[src/rtl/coh_pkg.sv]
package coh_pkg;

    typedef enum logic [1:0] {
        LN_I = 2'd0,
        LN_S = 2'd1,
        LN_M = 2'd2
    } line_st_t;

    typedef enum logic [1:0] {
        BC_NONE = 2'd0,
        BC_RD   = 2'd1,
        BC_RDX  = 2'd2,
        BC_UPG  = 2'd3
    } bus_cmd_t;

endpackage

[src/rtl/rr_bus_arbiter.sv]
module rr_bus_arbiter #(
    parameter int N = 3
) (
    input  logic         clk,
    input  logic         rst_n,
    input  logic [N-1:0] req,
    output logic [N-1:0] gnt
);
    localparam int IXW = (N > 1) ? $clog2(N) : 1;

    logic [IXW-1:0] last_q, last_d;

    always_comb begin
        logic found;
        found  = 1'b0;
        gnt    = '0;
        last_d = last_q;
        for (int k = 1; k <= N; k++) begin
            int j;
            j = (int'(last_q) + k) % N;
            if (!found && req[j]) begin
                found  = 1'b1;
                gnt[j] = 1'b1;
                last_d = IXW'(j);
            end
        end
    end

    always_ff @(posedge clk) begin
        if (!rst_n) last_q <= IXW'(N - 1);
        else        last_q <= last_d;
    end

    // one grant at a time, never to an idle requester
    a_r6_one_grant: assert property (@(posedge clk) disable iff (!rst_n)
        $onehot0(gnt));
    a_r6_grant_needs_req: assert property (@(posedge clk) disable iff (!rst_n)
        (gnt & ~req) == '0);

endmodule

[src/rtl/coh_line_ctrl.sv]
module coh_line_ctrl
    import coh_pkg::*;
#(
    parameter int AW = 4,
    parameter int IW = 2,
    parameter int DW = 8
) (
    input  logic          clk,
    input  logic          rst_n,
    input  logic          req_valid,
    input  logic          req_write,
    input  logic [AW-1:0] req_addr,
    input  logic [DW-1:0] req_wdata,
    output logic          req_done,
    output logic [DW-1:0] req_rdata,
    output logic          bus_req,
    input  logic          bus_gnt,
    output bus_cmd_t      cmd_o,
    output logic [AW-1:0] addr_o,
    output logic          wb_en,
    output logic [AW-1:0] wb_addr,
    output logic [DW-1:0] wb_data,
    input  bus_cmd_t      snp_cmd,
    input  logic [AW-1:0] snp_addr,
    output logic          snp_flush,
    output logic [DW-1:0] snp_data,
    input  logic [DW-1:0] fill_data,
    input  logic [AW-1:0] peek_addr,
    output line_st_t      peek_state
);
    localparam int TW    = AW - IW;
    localparam int LINES = 1 << IW;

    typedef struct packed {
        line_st_t      st;
        logic [TW-1:0] tag;
        logic [DW-1:0] data;
    } line_t;

    typedef enum logic [1:0] {FS_IDLE, FS_BUS, FS_RESP} fsm_t;

    typedef struct packed {
        line_t [LINES-1:0] lines;
        fsm_t              fsm;
        logic              done;
        logic [DW-1:0]     rdata;
    } ctl_t;

    ctl_t cur_q, nxt_d;

    logic [IW-1:0] req_idx, snp_idx, pk_idx;
    logic [TW-1:0] req_tag, snp_tag, pk_tag;
    line_t         rl, sl, pl;
    logic          req_hit, snp_match, snp_kill, snp_same_idx;
    bus_cmd_t      want_cmd;

    always_comb begin
        req_idx = req_addr[IW-1:0];
        req_tag = req_addr[AW-1:IW];
        snp_idx = snp_addr[IW-1:0];
        snp_tag = snp_addr[AW-1:IW];
        pk_idx  = peek_addr[IW-1:0];
        pk_tag  = peek_addr[AW-1:IW];
        rl      = cur_q.lines[req_idx];
        sl      = cur_q.lines[snp_idx];
        pl      = cur_q.lines[pk_idx];

        req_hit      = (rl.st != LN_I) && (rl.tag == req_tag);
        // snoops from other caches only; the granted cache sees its own cmd
        snp_match    = (snp_cmd != BC_NONE) && !bus_gnt &&
                       (sl.st != LN_I) && (sl.tag == snp_tag);
        snp_kill     = snp_match && (snp_cmd == BC_RDX || snp_cmd == BC_UPG);
        snp_flush    = snp_match && (sl.st == LN_M);
        snp_data     = sl.data;
        snp_same_idx = (snp_cmd != BC_NONE) && !bus_gnt && (snp_idx == req_idx);

        if (!req_write)                     want_cmd = BC_RD;
        else if (req_hit && rl.st == LN_S)  want_cmd = BC_UPG;
        else                                want_cmd = BC_RDX;

        bus_req = (cur_q.fsm == FS_BUS);
        cmd_o   = bus_gnt ? want_cmd : BC_NONE;
        addr_o  = bus_gnt ? req_addr : '0;
        wb_en   = bus_gnt && (rl.st == LN_M) && (rl.tag != req_tag);
        wb_addr = {rl.tag, req_idx};
        wb_data = rl.data;

        peek_state = ((pl.st != LN_I) && (pl.tag == pk_tag)) ? pl.st : LN_I;
        req_done   = cur_q.done;
        req_rdata  = cur_q.rdata;
    end

    always_comb begin
        nxt_d      = cur_q;
        nxt_d.done = 1'b0;

        // snoop side
        if (snp_kill)
            nxt_d.lines[snp_idx].st = LN_I;
        else if (snp_match && snp_cmd == BC_RD && sl.st == LN_M)
            nxt_d.lines[snp_idx].st = LN_S;

        // processor side
        unique case (cur_q.fsm)
            FS_IDLE: begin
                if (req_valid && !snp_same_idx) begin
                    if (!req_write && req_hit) begin
                        nxt_d.rdata = rl.data;
                        nxt_d.done  = 1'b1;
                        nxt_d.fsm   = FS_RESP;
                    end else if (req_write && req_hit && rl.st == LN_M) begin
                        nxt_d.lines[req_idx].data = req_wdata;
                        nxt_d.done = 1'b1;
                        nxt_d.fsm  = FS_RESP;
                    end else begin
                        nxt_d.fsm = FS_BUS;
                    end
                end
            end
            FS_BUS: begin
                if (bus_gnt) begin
                    nxt_d.lines[req_idx].tag = req_tag;
                    if (req_write) begin
                        nxt_d.lines[req_idx].st   = LN_M;
                        nxt_d.lines[req_idx].data = req_wdata;
                    end else begin
                        nxt_d.lines[req_idx].st   = LN_S;
                        nxt_d.lines[req_idx].data = fill_data;
                        nxt_d.rdata = fill_data;
                    end
                    nxt_d.done = 1'b1;
                    nxt_d.fsm  = FS_RESP;
                end
            end
            default: nxt_d.fsm = FS_IDLE;
        endcase
    end

    always_ff @(posedge clk) begin
        if (!rst_n) begin
            for (int i = 0; i < LINES; i++) begin
                cur_q.lines[i].st   <= LN_I;
                cur_q.lines[i].tag  <= '0;
                cur_q.lines[i].data <= '0;
            end
            cur_q.fsm   <= FS_IDLE;
            cur_q.done  <= 1'b0;
            cur_q.rdata <= '0;
        end else begin
            cur_q <= nxt_d;
        end
    end

    // a granted transaction always completes on the next cycle
    a_r2_grant_then_done: assert property (@(posedge clk) disable iff (!rst_n)
        bus_gnt |=> req_done);
    // a snooped write miss or invalidate leaves the copy Invalid
    a_r4_snoop_kills_copy: assert property (@(posedge clk) disable iff (!rst_n)
        snp_kill |=> cur_q.lines[$past(snp_idx)].st == LN_I);
    // a dirty holder that snoops a read miss is left Shared
    a_r3_flush_to_shared: assert property (@(posedge clk) disable iff (!rst_n)
        (snp_flush && snp_cmd == BC_RD) |=> cur_q.lines[$past(snp_idx)].st == LN_S);
    // an invalidate is only issued while the line is still held Shared
    a_r5_upgrade_from_shared: assert property (@(posedge clk) disable iff (!rst_n)
        (cmd_o == BC_UPG) |-> (peek_addr != req_addr || peek_state == LN_S));

endmodule

[src/rtl/snoop_coh_top.sv]
module snoop_coh_top
    import coh_pkg::*;
#(
    parameter int NCORE = 3,
    parameter int AW    = 4,
    parameter int IW    = 2,
    parameter int DW    = 8
) (
    input  logic                clk,
    input  logic                rst_n,
    input  logic [NCORE-1:0]    req_valid,
    input  logic [NCORE-1:0]    req_write,
    input  logic [NCORE*AW-1:0] req_addr,
    input  logic [NCORE*DW-1:0] req_wdata,
    output logic [NCORE-1:0]    req_done,
    output logic [NCORE*DW-1:0] req_rdata,
    output logic [NCORE-1:0]    bus_grant,
    output logic [1:0]          bus_cmd,
    output logic [AW-1:0]       bus_addr,
    input  logic [AW-1:0]       peek_addr,
    output logic [2*NCORE-1:0]  peek_state
);
    localparam int MEMD = 1 << AW;

    logic [NCORE-1:0] bus_req_w, flush_w, wb_en_w;
    bus_cmd_t         cmd_w    [NCORE];
    logic [AW-1:0]    addr_w   [NCORE];
    logic [AW-1:0]    wba_w    [NCORE];
    logic [DW-1:0]    wbd_w    [NCORE];
    logic [DW-1:0]    snpd_w   [NCORE];
    line_st_t         pk_w     [NCORE];

    bus_cmd_t      bcmd;
    logic [AW-1:0] baddr;
    logic          any_flush, any_wb;
    logic [DW-1:0] flush_data, fill_data, wb_data;
    logic [AW-1:0] wb_addr;
    logic [DW-1:0] mem_q [MEMD];
    logic [DW-1:0] mem_d [MEMD];

    rr_bus_arbiter #(.N(NCORE)) u_arb (
        .clk(clk), .rst_n(rst_n), .req(bus_req_w), .gnt(bus_grant)
    );

    for (genvar i = 0; i < NCORE; i++) begin : g_cache
        coh_line_ctrl #(.AW(AW), .IW(IW), .DW(DW)) u_ctl (
            .clk        (clk),
            .rst_n      (rst_n),
            .req_valid  (req_valid[i]),
            .req_write  (req_write[i]),
            .req_addr   (req_addr[AW*i +: AW]),
            .req_wdata  (req_wdata[DW*i +: DW]),
            .req_done   (req_done[i]),
            .req_rdata  (req_rdata[DW*i +: DW]),
            .bus_req    (bus_req_w[i]),
            .bus_gnt    (bus_grant[i]),
            .cmd_o      (cmd_w[i]),
            .addr_o     (addr_w[i]),
            .wb_en      (wb_en_w[i]),
            .wb_addr    (wba_w[i]),
            .wb_data    (wbd_w[i]),
            .snp_cmd    (bcmd),
            .snp_addr   (baddr),
            .snp_flush  (flush_w[i]),
            .snp_data   (snpd_w[i]),
            .fill_data  (fill_data),
            .peek_addr  (peek_addr),
            .peek_state (pk_w[i])
        );
        assign peek_state[2*i +: 2] = pk_w[i];
    end

    always_comb begin
        logic [1:0] c;
        c          = '0;
        baddr      = '0;
        flush_data = '0;
        wb_addr    = '0;
        wb_data    = '0;
        for (int i = 0; i < NCORE; i++) begin
            c     = c | cmd_w[i];
            baddr = baddr | addr_w[i];
            if (flush_w[i]) flush_data = flush_data | snpd_w[i];
            if (wb_en_w[i]) begin
                wb_addr = wb_addr | wba_w[i];
                wb_data = wb_data | wbd_w[i];
            end
        end
        bcmd      = bus_cmd_t'(c);
        any_flush = |flush_w;
        any_wb    = |wb_en_w;
        fill_data = any_flush ? flush_data : mem_q[baddr];
        bus_cmd   = c;
        bus_addr  = baddr;
    end

    always_comb begin
        for (int a = 0; a < MEMD; a++) mem_d[a] = mem_q[a];
        if (any_flush) mem_d[baddr]   = flush_data;
        if (any_wb)    mem_d[wb_addr] = wb_data;
    end

    always_ff @(posedge clk) begin
        for (int a = 0; a < MEMD; a++) begin
            if (!rst_n) mem_q[a] <= '0;
            else        mem_q[a] <= mem_d[a];
        end
    end

    // single writer, and no reader alongside a writer, for the peeked address
    logic [$clog2(NCORE+1)-1:0] m_cnt;
    logic                       s_any;
    always_comb begin
        m_cnt = '0;
        s_any = 1'b0;
        for (int i = 0; i < NCORE; i++) begin
            if (pk_w[i] == LN_M) m_cnt = m_cnt + 1'b1;
            if (pk_w[i] == LN_S) s_any = 1'b1;
        end
    end

    a_r7_single_owner: assert property (@(posedge clk) disable iff (!rst_n)
        (m_cnt <= 1) && !(m_cnt != 0 && s_any));
    // a broadcast only appears while a grant is held
    a_r6_cmd_with_grant: assert property (@(posedge clk) disable iff (!rst_n)
        (bus_cmd != 2'd0) |-> $onehot(bus_grant));
    // dirty data is supplied only against a read or write miss
    a_r3_flush_on_miss: assert property (@(posedge clk) disable iff (!rst_n)
        any_flush |-> (bcmd == BC_RD || bcmd == BC_RDX));

endmodule

[config.mk]
export PLATFORM = sky130hd
export DESIGN_NAME = snoop_coh_top
export DESIGN_NICKNAME = d
export VERILOG_FILES = /design/src/rtl/coh_pkg.sv /design/src/rtl/rr_bus_arbiter.sv /design/src/rtl/coh_line_ctrl.sv /design/src/rtl/snoop_coh_top.sv
export SDC_FILE = /design/constraint.sdc
export NUM_CORES = 1
export LEC_CHECK = 0
export BUFFER_PORTS_ARGS = -buffer_cell sky130_fd_sc_hd__buf_2
export CORE_MARGIN = 2
export CORE_UTILIZATION = 67
export DETAILED_ROUTE_END_ITERATION = 10
export PLACE_DENSITY = 0.85
export SYNTH_ARGS = -nofsm -noshare
export SYNTH_HDL_FRONTEND = slang
export SYNTH_SLANG_ARGS = --single-unit
[constraint.sdc]
create_clock -name clk -period 13.2 [get_ports clk]
set_input_delay 2.64 -clock clk [delete_from_list [all_inputs] [get_ports clk]]
set_output_delay 2.64 -clock clk [all_outputs]
set_load 0.03 [all_outputs]
### Yosys cells after proc, flatten, opt, wreduce, memory -nomap -nowiden

Memory sizes are Yosys's and may differ from the RTL's.
Cells that the tools add are included.

| storage, ports and cells | value |
|---|---|
| register bits after elaboration | 179 |
| bits in latches | 0 |
| bits in writable memories | 128 |
| bits in read-only memories | 0 |
| input bits | 48 |
| output and inout bits | 42 |
| logic and storage cells | 424 |
| memories | 1 |

Memories:

| name | words | bits a word | rd ports | clocked after Yosys merged registers in | write ports | line | text |
|---|---|---|---|---|---|---|---|
| mem_q | 16 | 8 | 17 | 0 | 16 | snoop_coh_top.sv:38 | `logic [DW-1:0] mem_q [MEMD];` |

| operators by class | value |
|---|---|
| $add $sub $neg | 3 |
| $mul | 0 |
| div/mod/pow operators | 3 |
| order comparisons | 19 |
| eq/ne operators | 42 |
| shift-type cells | 0 |
| muxes and demuxes | 181 |
| bitwise operators | 30 |
| reduce and logical (&&, ||, !) cells | 99 |

Operator list:

| kind | count |
|---|---|
| $bwmux W48 | 24 |
| $mux W48 | 15 |
| $mux W59 | 6 |
| $pmux W48 S2 | 3 |
| $mux W8 | 34 |
| $bwmux W128 | 2 |
| $mux W128 | 2 |
| $demux W12 S2 | 10 |
| $bmux W12 S2 | 9 |
| $mux W12 | 13 |
| $ge A32 B1 Y1 const B | 3 |
| $lt A32 B4 Y1 const B | 3 |
| $mod A32 B3 Y32 const B | 3 |
| $demux W8 S4 | 2 |
| $logic_and A1 B1 Y1 | 62 |
| $pmux W9 S2 | 3 |
| $or A8 B8 Y8 | 4 |
| $mux W10 | 3 |
| $mux W2 | 15 |
| $reduce_bool A2 Y1 | 13 |
| $eq A2 B2 Y1 | 12 |
| $mux W4 | 6 |
| $mux W1 | 19 |
| $mux W3 | 6 |
| other kinds (26) | 105 |

### Longest topological paths before layout

| logic depth | value |
|---|---|
| word-level depth | 31 |
| depth in mapped cells | 22 |
| gate-level depth less buffers | 16 |

### By module

From an unflattened synthesis, not the netlist that was laid out.

| second synthesis, totals | value |
|---|---|
| cells, all modules | 2,351 |
| area total of the unflattened synthesis | 20,384.6 um^2 |

Modules (own cells, without submodules):

| module | times used | cells an instance | area each (um^2) | sequential area each (um^2) |
|---|---|---|---|---|
| coh_line_ctrl at g_cache[0].u_ctl ... | 2 | 426 | 4,154.0 | 1,181.1 |
| snoop_coh_top | 1 | 1,028 | 7,632.3 | 2,562.5 |
| coh_line_ctrl at g_cache[2].u_ctl | 1 | 424 | 4,086.4 | 1,181.1 |
| rr_bus_arbiter | 1 | 47 | 357.8 | 40.0 |

### Least setup slack after synthesis

Ideal clock, no wire load.

| timing | value |
|---|---|
| kind | in2out |
| from | input port req_addr[1] |
| to | output port bus_addr[1] |
| data arrival time | 4.840 ns |
| data required time | 10.560 ns |
| slack | 5.720 ns |
| stages | 10 |
| buffers on the path | 5 |
| cell sequence | clkbuf_1 nand2_1 nor4_1 a211o_1 nor3_2 inv_1 clkbuf_1 clkbuf_1 clkbuf_1 buf_2 |

| on the way | value |
|---|---|
| cells in the longest elaborated chain, start to end | 3 |

Ends and longest elaborated chain:

| element | line | text |
|---|---|---|
| start, declared | snoop_coh_top.sv:13 | `input logic [NCORE*AW-1:0] req_addr,` |
| $mux W4 | coh_line_ctrl.sv:83 | `addr_o = bus_gnt ? req_addr : '0;` |
| $or A4 B4 Y4 (2 in series) | snoop_coh_top.sv:82 | `baddr = baddr \| addr_w[i];` |
| end, declared | snoop_coh_top.sv:19 | `output logic [AW-1:0] bus_addr,` |

No other way between the ends.

==> flow_summary_export.csv <==
group,metric,value,unit
cts,cts_hold_buf,0,
floorplanning,die_width,168,µm
cts,tritoncts,"yes",
hold_path,hp-class,"flop to flop",
worst_setup_path,cpPeakStageDelay,920,ps
layout,final_layout_size_suffix_gt1_share,11.3,%
detailed_routing,drc,0,
global_routing,use_met2,67.7,%
power_and_ir_drop,power,0.00417,W
worst_setup_path,crit_arrival,8570,ps
detailed_routing,dr.pass1.iters,8,
sta,clock.fmax,122,MHz
cts,htreeDepth,2,
global_routing,antenna_found_initial,1,
sta,fin_crit_sh,62.2,%
sta,setup_viol,0,
cts,clock-root-buffer,"clkbuf_16",
global_routing,gr-usage-met3,16.9,%
detailed_routing,drt_iter0_drc,3881,
power_and_ir_drop,vdd_ir_drop_max,0.190,mV
power_and_ir_drop,cellPowerDensity,215,mW/mm²
layout,final_common_cell,"nand2_1",
synth,ys.flop_type,"dfxtp_1",
power_and_ir_drop,power_switching,0.00208,W
layout,antennaDiodeCount,0,
sta,rsz0062_at_grt,"false",
synth,synth.ff_latch_count,307,
detailed_routing,antenna_left,0,
layout,final_cell_mix,"327 x nand2_1, 307 x dfxtp_1, 160 x o21ai_0",
synth,synth_seq_area_share,34.1,%
synth,syn-cell-area,0.0180,mm²
global_routing,top_usage_layer,"met2",
sta,setup-tns-final,0,ps
placement,gp_congestion,1.07,
cts,clock_sinks,307,
power_and_ir_drop,switching_share,50.0,%
power_and_ir_drop,power_frac_clock,24.3,%
cts,clk_pin_slew,70,ps
synth,synthCells,2160,
synth,avgSynthCellArea,8.34,µm²
worst_setup_path,cp_slowest_cell,"o21ai_1",
worst_setup_path,cp-start-kind,"input port",
sta,clock_skew,31.0,ps
outcome,status,"finished clean",
synth,yosys.area.top_type_share,34.1,%
sta,whs,503,ps
floorplanning,die_y,168,µm
power_and_ir_drop,combPwrFrac,51.5,%
synth,yosys-top-cells-area,"dfxtp_1 34%, nand2_1 6.8%, mux2i_1 6.4%",
floorplanning,start_util,67.6,%
layout,fin_util,72.8,%
global_routing,grt_pass1_wl,106000,µm
synth,synth_cell_types,84,
synth,async_flop_share,0,%
power_and_ir_drop,pwr-share-seq,24.3,%
layout,area_growth,7.64,%
global_routing,grt_pass1_vias,18200,
sta,fin_crit,8210,ps
global_routing,track_usage,48.5,%
worst_setup_path,crit_family,"compound AO/OA/AOI/OAI gates",
synth,synth_fp_nets,2212,
global_routing,grtUsageMet1,65.8,%
synth,synth_edf_count,0,
cts,numCtsBuffers,35,
placement,dp_hpwl,47600,µm
power_and_ir_drop,p_int,0.00208,W
sta,final_max_slew_viol_count,0,
run,max-cap-violations,0,
sta,hold_viol,0,
worst_setup_path,crit_path_max_fanout,77,
placement,portBuffers,89,
cts,clkLatencyLatePin,540,ps
detailed_routing,vias_per_cell,7.85,
floorplanning,ios,90,
worst_setup_path,criticalPathCategory,"input port to flop",
synth,synth_top_area_cell,"dfxtp_1",
detailed_routing,wirelength,70200,µm
power_and_ir_drop,cellLeakagePower,6.70,nW
detailed_routing,drt-wirelength-per-cell,28.2,µm
global_routing,grt_overflow,0,
floorplanning,core,0.0267,mm²
layout,nets,2177,
cts,cts_resized,0,
worst_setup_path,critPathBufInv,4,
detailed_routing,vias,19500,
floorplanning,rows,60,
cts,postCtsSetupBuffers,0,
sta,max_slew_margin,5.50,%
global_routing,grt_max_degree,81,
worst_setup_path,end_kind,"flop",
floorplanning,fp.dieArea,0.0282,mm²
cts,clock_path_buffers,3,
sta,tightest_slew,1420,ps
synth,yosys_warnings,0,
worst_setup_path,critical_path_required,13570,ps
worst_setup_path,cp_cell_sequence,"buf_2, inv_1, a21oi_1, nor3_4, inv_2, buf_4, mux2i_1, or4bb_1, a221o_1, nand2_1, nor3_1, o21ai_1, o21ai_0",
-- cell usage after synthesis, types with 19 or more instances --
master and number:
a21oi_1 127, a22oi_1 125, a31oi_1 21, and3_1 20, buf_1 26, buf_2 19
buf_4 34, clkbuf_1 100, dfxtp_1 307, mux2i_1 115, mux4_2 48, nand2_1 327
nand3_1 54, nand4_1 72, nor2_1 105, nor3_1 34, o21ai_0 160, o22ai_1 66
o311ai_0 46
-- cells by family after synthesis --
family          share of synthesized area [%]
compound gates                           28.9
simple gates                             18.4
flops                                    34.1
buf+inv                                  5.13
mux                                      12.4
xor+xnor                                0.778
fa+ha+maj                               0.278
-- worst reg2reg max path: stages, from the launching register on --
cell and delay [ps]:
dfxtp_1 390, inv_1 80, ha_1 530, or4b_4 580, o221a_2 160, and2_1 170
nor2_1 610, inv_2 360, a222oi_1 310, buf_4 740, inv_1 100, buf_4 340
nand4_1 170, nand4_1 180, or4_1 810, nand2_1 880, nor3_1 200, o21ai_1 920
o21ai_0 230
-- through the flow --
stage | setup WS, ps | instances | cell area (µm²)
floorplan | 5720 | 2160 | 18000
global placement | 4930 | 2429 | 18200
detailed placement | 4810 | 2429 | 18200
CTS | 5260 | 2490 | 19400
global route | 4890 | 2490 | 19400
finish | 4990 | 2490 | 19400
-- routing by layer --
layer	vias up	wire, µm	share of wire, %
met3	346	12100	17
met2	1853	28100	40
met4	2	4530	6.5
met1	9131	25500	36
met5	-	17	0.024
li1	8216	-	-
-- area by class of cell --
type | count | area [µm²]
Multi-Input combinational cell | 1651 | 11000
Fill cell | 2064 | 7250
Sequential cell | 307 | 6150
Clock buffer | 48 | 1030
Timing Repair Buffer | 109 | 598
Tap cell | 341 | 427
Clock inverter | 13 | 156
Inverter | 21 | 78.8
-- power by group through the flow --
stage	Clock [W]	Combinational (W)	Sequential [W]
3_5_place_dp	0	0.00200	0.00103
6_report	0.00101	0.00215	0.00101
3_3_place_gp	0	0.00198	0.00103
5_1_grt	0.00104	0.00219	0.00101
2_1_floorplan	0	0.00142	0.00101
4_1_cts	0.00100	0.00201	0.00101
-- worst paths after layout --
kind / startpoint / end / slack, ps / depth (start not counted)
setup / recovery: req_addr[5] / flop / 4990 / 13
hold / removal: g_cache[0].u_ctl.req_rdata[2] / g_cache[0].u_ctl.req_rdata[2] / 500 / 1
setup reg to reg: u_arb.last_q[0] / flop / 5280 / 18
hold reg to reg: g_cache[0].u_ctl.req_rdata[2] / g_cache[0].u_ctl.req_rdata[2] / 500 / 1
(Power assumes the default switching activity.)
